==> config.mk <==
export PLATFORM = sky130hd
export DESIGN_NAME = pkt_deframer
export DESIGN_NICKNAME = d
export VERILOG_FILES = /design/src/rtl/deframer_pkg.sv /design/src/rtl/sync_det.sv /design/src/rtl/pn9_gen.sv /design/src/rtl/crc16_acc.sv /design/src/rtl/pkt_deframer.sv
export SDC_FILE = /design/constraint.sdc
export NUM_CORES = 1
export LEC_CHECK = 0
export BUFFER_PORTS_ARGS = -buffer_cell sky130_fd_sc_hd__buf_2
export CAP_MARGIN = 15
export CORE_ASPECT_RATIO = 0.9
export CORE_UTILIZATION = 40
export DETAILED_ROUTE_END_ITERATION = 6
export GPL_TIMING_DRIVEN = 0
export PLACE_DENSITY = 0.61
export SETUP_SLACK_MARGIN = 0.1
export SLEW_MARGIN = 10
export SYNTH_ARGS = -nofsm -noshare
export SYNTH_HDL_FRONTEND = slang
export SYNTH_HIERARCHICAL = 1
export SYNTH_SLANG_ARGS = --single-unit
==> constraint.sdc <==
create_clock -name clk_i -period 4.6 [get_ports clk_i]
set_input_delay 1.38 -clock clk_i [delete_from_list [all_inputs] [get_ports clk_i]]
set_output_delay 1.38 -clock clk_i [all_outputs]
set_load 0.02 [all_outputs]
==> src/rtl/deframer_pkg.sv <==
`timescale 1ns/1ps
package deframer_pkg;
  localparam int BYTE_W = 8;
  localparam int PN_W   = 9;
  localparam int PN_TAP = 5;
  localparam int CRC_W  = 16;
  localparam int LQI_W  = 7;

  typedef enum logic [1:0] {
    ST_SEARCH = 2'd0,
    ST_DATA   = 2'd1,
    ST_RSSI   = 2'd2,
    ST_STAT   = 2'd3
  } dfr_state_e;
endpackage

==> src/rtl/sync_det.sv <==
`timescale 1ns/1ps
module sync_det #(
  parameter int SYNC_W = 16
) (
  input  logic              clk_i,
  input  logic              rst_ni,
  input  logic              bit_i,
  input  logic              bit_valid_i,
  input  logic              search_i,
  input  logic [SYNC_W-1:0] sync_word_i,
  input  logic              double_i,
  input  logic              exact_i,
  input  logic              pq_gate_i,
  input  logic              pq_ok_i,
  output logic              hit_o
);
  localparam int SH_W  = 2 * SYNC_W;
  localparam int CNT_W = $clog2(SH_W + 2);
  localparam int ERR_W = $clog2(SYNC_W + 1);

  logic [SH_W-2:0]  sh_q;
  logic [SH_W-1:0]  sh_n;
  logic [CNT_W-1:0] cnt_q, cnt_inc, need;
  logic [ERR_W-1:0] err_lo, err_hi, lim;
  logic             ok_lo, ok_hi, filled;

  function automatic logic [ERR_W-1:0] ones(input logic [SYNC_W-1:0] v);
    logic [ERR_W-1:0] n;
    n = '0;
    for (int i = 0; i < SYNC_W; i++) n = n + ERR_W'(v[i]);
    return n;
  endfunction

  assign sh_n    = {sh_q, bit_i};
  assign err_lo  = ones(sh_n[SYNC_W-1:0] ^ sync_word_i);
  assign err_hi  = ones(sh_n[SH_W-1:SYNC_W] ^ sync_word_i);
  assign lim     = exact_i ? '0 : ERR_W'(1);
  assign ok_lo   = err_lo <= lim;
  assign ok_hi   = err_hi <= lim;
  assign cnt_inc = cnt_q + CNT_W'(1);
  assign need    = double_i ? CNT_W'(SH_W) : CNT_W'(SYNC_W);
  assign filled  = cnt_inc >= need;

  assign hit_o = search_i && bit_valid_i && filled && ok_lo &&
                 (!double_i || ok_hi) && (!pq_gate_i || pq_ok_i);

  always_ff @(posedge clk_i or negedge rst_ni) begin
    if (!rst_ni) begin
      sh_q  <= '0;
      cnt_q <= '0;
    end else if (!search_i) begin
      cnt_q <= '0;
    end else if (bit_valid_i) begin
      sh_q <= sh_n[SH_W-2:0];
      if (cnt_q != CNT_W'(SH_W)) cnt_q <= cnt_inc;
    end
  end
endmodule

==> src/rtl/pn9_gen.sv <==
`timescale 1ns/1ps
module pn9_gen #(
  parameter int PN_W  = 9,
  parameter int TAP   = 5,
  parameter int OUT_W = 8
) (
  input  logic             clk_i,
  input  logic             rst_ni,
  input  logic             load_i,
  input  logic             adv_i,
  output logic [OUT_W-1:0] mask_o
);
  logic [PN_W-1:0] s_q, s_nxt;

  always_comb begin
    s_nxt = s_q;
    for (int i = 0; i < OUT_W; i++) s_nxt = {s_nxt[0] ^ s_nxt[TAP], s_nxt[PN_W-1:1]};
  end

  assign mask_o = s_q[OUT_W-1:0];

  always_ff @(posedge clk_i or negedge rst_ni) begin
    if (!rst_ni)     s_q <= '1;
    else if (load_i) s_q <= '1;
    else if (adv_i)  s_q <= s_nxt;
  end
endmodule

==> src/rtl/crc16_acc.sv <==
`timescale 1ns/1ps
module crc16_acc #(
  parameter int               CRC_W = 16,
  parameter int               IN_W  = 8,
  parameter logic [CRC_W-1:0] POLY  = 16'h8005,
  parameter logic [CRC_W-1:0] SEED  = 16'hFFFF
) (
  input  logic             clk_i,
  input  logic             rst_ni,
  input  logic             init_i,
  input  logic             en_i,
  input  logic [IN_W-1:0]  data_i,
  output logic [CRC_W-1:0] crc_o
);
  logic [CRC_W-1:0] crc_q, crc_nxt;

  always_comb begin
    crc_nxt = crc_q;
    for (int i = IN_W - 1; i >= 0; i--) begin
      if (crc_nxt[CRC_W-1] ^ data_i[i]) crc_nxt = {crc_nxt[CRC_W-2:0], 1'b0} ^ POLY;
      else                               crc_nxt = {crc_nxt[CRC_W-2:0], 1'b0};
    end
  end

  assign crc_o = crc_q;

  always_ff @(posedge clk_i or negedge rst_ni) begin
    if (!rst_ni)     crc_q <= SEED;
    else if (init_i) crc_q <= SEED;
    else if (en_i)   crc_q <= crc_nxt;
  end
endmodule

==> src/rtl/pkt_deframer.sv <==
`timescale 1ns/1ps
module pkt_deframer
  import deframer_pkg::*;
#(
  parameter int SYNC_W = 16,
  parameter int LEN_W  = 8
) (
  input  logic              clk_i,
  input  logic              rst_ni,
  input  logic              bit_i,
  input  logic              bit_valid_i,
  input  logic [SYNC_W-1:0] sync_word_i,
  input  logic              sync_double_i,
  input  logic              sync_exact_i,
  input  logic              pq_gate_en_i,
  input  logic              pq_ok_i,
  input  logic              white_en_i,
  input  logic              crc_en_i,
  input  logic              status_en_i,
  input  logic              addr_chk_en_i,
  input  logic [7:0]        dev_addr_i,
  input  logic [LEN_W-1:0]  pkt_len_i,
  input  logic [7:0]        rssi_i,
  input  logic [6:0]        lqi_i,
  output logic              fifo_wr_o,
  output logic [7:0]        fifo_data_o
);
  localparam int IDX_W = LEN_W + 1;
  localparam int BC_W  = $clog2(BYTE_W);

  dfr_state_e        state_q;
  logic [BC_W-1:0]   bit_cnt_q;
  logic [BYTE_W-2:0] byte_sh_q;
  logic [IDX_W-1:0]  byte_idx_q, total;
  logic              wr_q;
  logic [BYTE_W-1:0] data_q;

  logic              search, sync_hit, byte_done, last_byte, in_payload, addr_bad, crc_ok;
  logic [BYTE_W-1:0] byte_raw, byte_clr, pn_mask;
  logic [CRC_W-1:0]  crc_val;

  assign search = (state_q == ST_SEARCH);

  sync_det #(.SYNC_W(SYNC_W)) i_sync_det (
    .clk_i       (clk_i),
    .rst_ni      (rst_ni),
    .bit_i       (bit_i),
    .bit_valid_i (bit_valid_i),
    .search_i    (search),
    .sync_word_i (sync_word_i),
    .double_i    (sync_double_i),
    .exact_i     (sync_exact_i),
    .pq_gate_i   (pq_gate_en_i),
    .pq_ok_i     (pq_ok_i),
    .hit_o       (sync_hit)
  );

  assign byte_done = (state_q == ST_DATA) && bit_valid_i && (bit_cnt_q == BC_W'(BYTE_W - 1));
  assign byte_raw  = {byte_sh_q, bit_i};

  pn9_gen #(.PN_W(PN_W), .TAP(PN_TAP), .OUT_W(BYTE_W)) i_pn9_gen (
    .clk_i  (clk_i),
    .rst_ni (rst_ni),
    .load_i (sync_hit),
    .adv_i  (byte_done),
    .mask_o (pn_mask)
  );

  assign byte_clr = white_en_i ? (byte_raw ^ pn_mask) : byte_raw;

  crc16_acc #(.CRC_W(CRC_W), .IN_W(BYTE_W)) i_crc16_acc (
    .clk_i  (clk_i),
    .rst_ni (rst_ni),
    .init_i (sync_hit),
    .en_i   (byte_done),
    .data_i (byte_clr),
    .crc_o  (crc_val)
  );

  // residue over payload plus received CRC is zero on a match
  assign crc_ok     = !crc_en_i || (crc_val == '0);
  assign total      = IDX_W'(pkt_len_i) + (crc_en_i ? IDX_W'(2) : IDX_W'(0));
  assign last_byte  = (byte_idx_q == total - IDX_W'(1));
  assign in_payload = (byte_idx_q < IDX_W'(pkt_len_i));
  assign addr_bad   = addr_chk_en_i && (byte_idx_q == '0) && (byte_clr != dev_addr_i);

  always_ff @(posedge clk_i or negedge rst_ni) begin
    if (!rst_ni) begin
      state_q    <= ST_SEARCH;
      bit_cnt_q  <= '0;
      byte_sh_q  <= '0;
      byte_idx_q <= '0;
      wr_q       <= 1'b0;
      data_q     <= '0;
    end else begin
      wr_q <= 1'b0;
      unique case (state_q)
        ST_SEARCH: begin
          if (sync_hit) begin
            state_q    <= ST_DATA;
            bit_cnt_q  <= '0;
            byte_idx_q <= '0;
          end
        end
        ST_DATA: begin
          if (bit_valid_i) begin
            byte_sh_q <= byte_raw[BYTE_W-2:0];
            bit_cnt_q <= bit_cnt_q + BC_W'(1);
            if (byte_done) begin
              if (addr_bad) begin
                state_q <= ST_SEARCH;
              end else begin
                if (in_payload) begin
                  wr_q   <= 1'b1;
                  data_q <= byte_clr;
                end
                byte_idx_q <= byte_idx_q + IDX_W'(1);
                if (last_byte) state_q <= status_en_i ? ST_RSSI : ST_SEARCH;
              end
            end
          end
        end
        ST_RSSI: begin
          wr_q    <= 1'b1;
          data_q  <= rssi_i;
          state_q <= ST_STAT;
        end
        ST_STAT: begin
          wr_q    <= 1'b1;
          data_q  <= {crc_ok, lqi_i};
          state_q <= ST_SEARCH;
        end
        default: state_q <= ST_SEARCH;
      endcase
    end
  end

  assign fifo_wr_o   = wr_q;
  assign fifo_data_o = data_q;
endmodule

==> impl_metrics.ini <==
[outcome]
status = finished with violations
violations = negative setup slack

[layout]
drive_above_1_share_pct = 31.9
fin_util_pct = 49.9
multi_input_area_um2 = 4150
area_delta_synth_final_pct = 19.9
num_antenna_cells = 0
final_nets = 815
seqCellArea_um2 = 2330
finalNonFillerCells = 905
fill_cells = 1416
fin_area_um2 = 7810

[power]
p_per_area_nw_per_um2 = 824
leakagePower_nw = 3.59
clkPwrFrac_pct = 10.9
p_int_mw = 3.64
peakVddDrop_mv = 0.620
seqPwrFrac_pct = 21.8
switching_share_pct = 43.5
power.total_mw = 6.44
p_comb_share_pct = 67.3
power_switching_mw = 2.80

[global_routing]
antenna_found_initial = 0
grt_use_total_pct = 19.1
grt.overflow.total = 0
grt_pass1_vias = 4905
grt_max_degree = 65
grt_pass1_wl_mm = 24.6

[timing]
fin_setup_tns_ns = -26.31
skew_ns = 0.00671
finalSetupViolCount = 38
period_share_pct = 117
slew_headroom_pct = 48.1
fmax_mhz = 186
hold_viol = 0
drv_slew = 0
rsz0062_at_grt = yes
setup_ws_ns = -0.784
post-route-min-period_ns = 5.38
worst_pin_slew_ns = 0.778

[min_path]
whs_endpoint = bit_cnt_q[0]$_DFFE_PN0P_
min_path_cells = 1
hold_class = register to register
hold_start = bit_cnt_q[0]$_DFFE_PN0P_

[route]
firstDrtPassIters = 4
vias = 4736
ant_nets = 0
viasPerCell = 5.23
wl_mm = 15.0
drtIter0Drc = 260
routedWlPerCell_um = 16.6
drc = 0

[synth]
syn_area_per_cell_um2 = 10.6
synth.cell_area_um2 = 6520
synth.distinct_cells = 70
async_flop_share_pct = 100
yosys_register_bits = 92
ys.warnings.count = 6
synth_area_leaders = dfrtp_1 (26%), dfstp_2 (10%), xnor2_1 (8.9%)
yosysMostFrequentCell = dfrtp_1
synthCells = 612
syn_nets = 729
yosysTopAreaCell = dfrtp_1
ys_top_cells_by_count = dfrtp_1 (67), xnor2_1 (66), inv_1 (47), mux2_2 (45), ha_1 (37)
ys_seq_area_share_pct = 35.8
synth_edf_count = 0
yosysTopAreaCellShare_pct = 25.7
synth_ff_type = dfrtp_1

[setup_path]
cp.arrival_ns = 5.65
reg2reg_to = i_crc16_acc/crc_o[0]$_DFFE_PN1P_
r2r_start = i_sync_det/sh_q[24]$_DFFE_PN0P_
critPathMaxFanout = 7
startpoint_type = input port
required_ns = 4.86
rr_worst_depth = 16
critPathKind = input port to register
worstSetupEndpointType = register
r2r_slack_ns = -0.06

[placed_design]
port_buffers = 67
place.gp.congestion = 0.815
dp_hpwl_mm = 11.7
dp.cells = 882
placed_area_um2 = 7210

[clock_tree]
ctsHtreeMaxLevel = 3
cts_made_buffers = 9
worstSkewPairLatency_ns = 0.34
cts_buffer_depth = 2
clkTransAtPathRegs_ns = 0.06
cts_tree = built
cts-hold-fix-buffers = 0
clock_sinks = 92
cts-root-buf = clkbuf_16

[die]
die_w_um = 137
dieHeight_um = 123
die-area_um2 = 16800
design.core.area_um2 = 15700
rows = 43
io_pins = 68
start_util_pct = 41.6

[run]
max_cap_viol_count = 0
==> layout make-up <==
class / instances / share of cell area, %
multi-input combinational: 452 / 53.1
sequential: 92 / 29.9
timing repair buffer: 75 / 6.16
clock buffer: 13 / 3.33
tap: 202 / 3.23
inverter: 49 / 2.35
buffer: 19 / 1.70
clock inverter: 3 / 0.272
==> how the worst max path moves through the flow <==
stage	from	end	slack [ns]	depth (start not counted)
floorplan	sync_word_i[11]	i_crc16_acc/crc_o[0]$_DFFE_PN1P_	-0.69	16
global placement	sync_word_i[3]	i_crc16_acc/crc_o[15]$_DFFE_PN1P_	-1.13	17
detailed placement	sync_word_i[3]	i_crc16_acc/crc_o[1]$_DFFE_PN1P_	-1.15	17
CTS	bit_i	i_crc16_acc/crc_o[0]$_DFFE_PN1P_	-0.73	17
global route	sync_word_i[9]	i_crc16_acc/crc_o[0]$_DFFE_PN1P_	-0.93	17
finish	sync_word_i[9]	i_crc16_acc/crc_o[0]$_DFFE_PN1P_	-0.78	18
==> sequential cells by signal (all words and copies together), names as in the netlist, named ones only <==
signal and flops:
i_pn9_gen/s_q 9, fifo_data_o 8, i_crc16_acc/crc_o 16, fifo_wr_o 1
i_sync_det/sh_q 31, state_q 1, bit_cnt_q 3, i_sync_det/cnt_q 6
byte_idx_q 9, byte_sh_q 7
==> kinds of logic (layout without fill, tap and decap cells) <==
group / count (synthesis) / count (layout) / share of synthesized area (%)
multiplexers: 47 / 47 / 8.08
buffers and inverters: 68 / 159 / 4.40
adder cells (fa/ha/maj): 58 / 58 / 13.6
AO/OA/AOI/OAI: 98 / 98 / 11.2
AND/OR/NAND/NOR: 150 / 150 / 12.9
XOR/XNOR: 99 / 99 / 14.0
flip-flops: 92 / 92 / 35.8
==> cell usage in the layout (no fill, tap or decap), types with 12 or more instances in the layout <==
| cell type | synthesis | layout |
|---|---|---|
| dfrtp_1 | 67 | 67 |
| xnor2_2 | 0 | 12 |
| a21oi_1 | 13 | 12 |
| inv_1 | 47 | 45 |
| a211o_1 | 14 | 14 |
| buf_2 | 4 | 63 |
| nor2b_1 | 17 | 17 |
| dfstp_2 | 25 | 25 |
| xor2_1 | 30 | 30 |
| mux2_2 | 45 | 45 |
| nor2_1 | 25 | 24 |
| xnor2_1 | 66 | 49 |
| ha_1 | 37 | 35 |
| nand2_1 | 27 | 27 |
| fa_1 | 21 | 20 |
==> metal layers <==
metal	track usage, %	up-vias	share of wire [%]
met2	31.3	77	47
li1	-	2334	-
met5	0	-	0
met1	26.3	2311	48
met3	2.34	14	3.5
met4	5.83	0	1.2
==> critical path: stages <==
cell and delay (ns):
buf_12 0.11, buf_4 0.13, xnor2_2 0.13, fa_1 0.55, fa_1 0.44, fa_1 0.56
inv_1 0.05, fa_1 0.48, ha_2 0.19, fa_2 0.20, inv_2 0.04, a211o_1 0.23
a2111oi_2 0.32, and4_4 0.34, buf_6 0.15, buf_6 0.12, nor3_4 0.04, nor3_2 0.18
==> power by group through the flow <==
stage                     combinational (mW)  clock (mW)  sequential (mW)
after floorplan                         3.23           0             1.32
after global placement                  3.92           0             1.38
after detailed placement                4.13           0             1.39
after CTS                               4.22       0.729             1.39
after global routing                    4.98       0.763             1.44
final                                   4.33       0.703             1.40
==> stage by stage <==
step | setup WS [ns] | hold WS [ns]
3_3_place_gp | -1.13 | 0.499
6_report | -0.784 | 0.507
2_1_floorplan | -0.690 | 0.467
3_5_place_dp | -1.15 | 0.517
4_1_cts | -0.730 | 0.529
5_1_grt | -0.933 | 0.532
==> repair_timing <==
action                                 in CTS  in global routing
pin swaps                                  19                 21
cloned                                      1                  0
setup endpoints to repair                  38                 38
setup buffers                               4                  3
resized for setup                          26                 32
endpoints found under the hold margin       0                  0
Note: power is estimated with default switching activity, not from simulation.
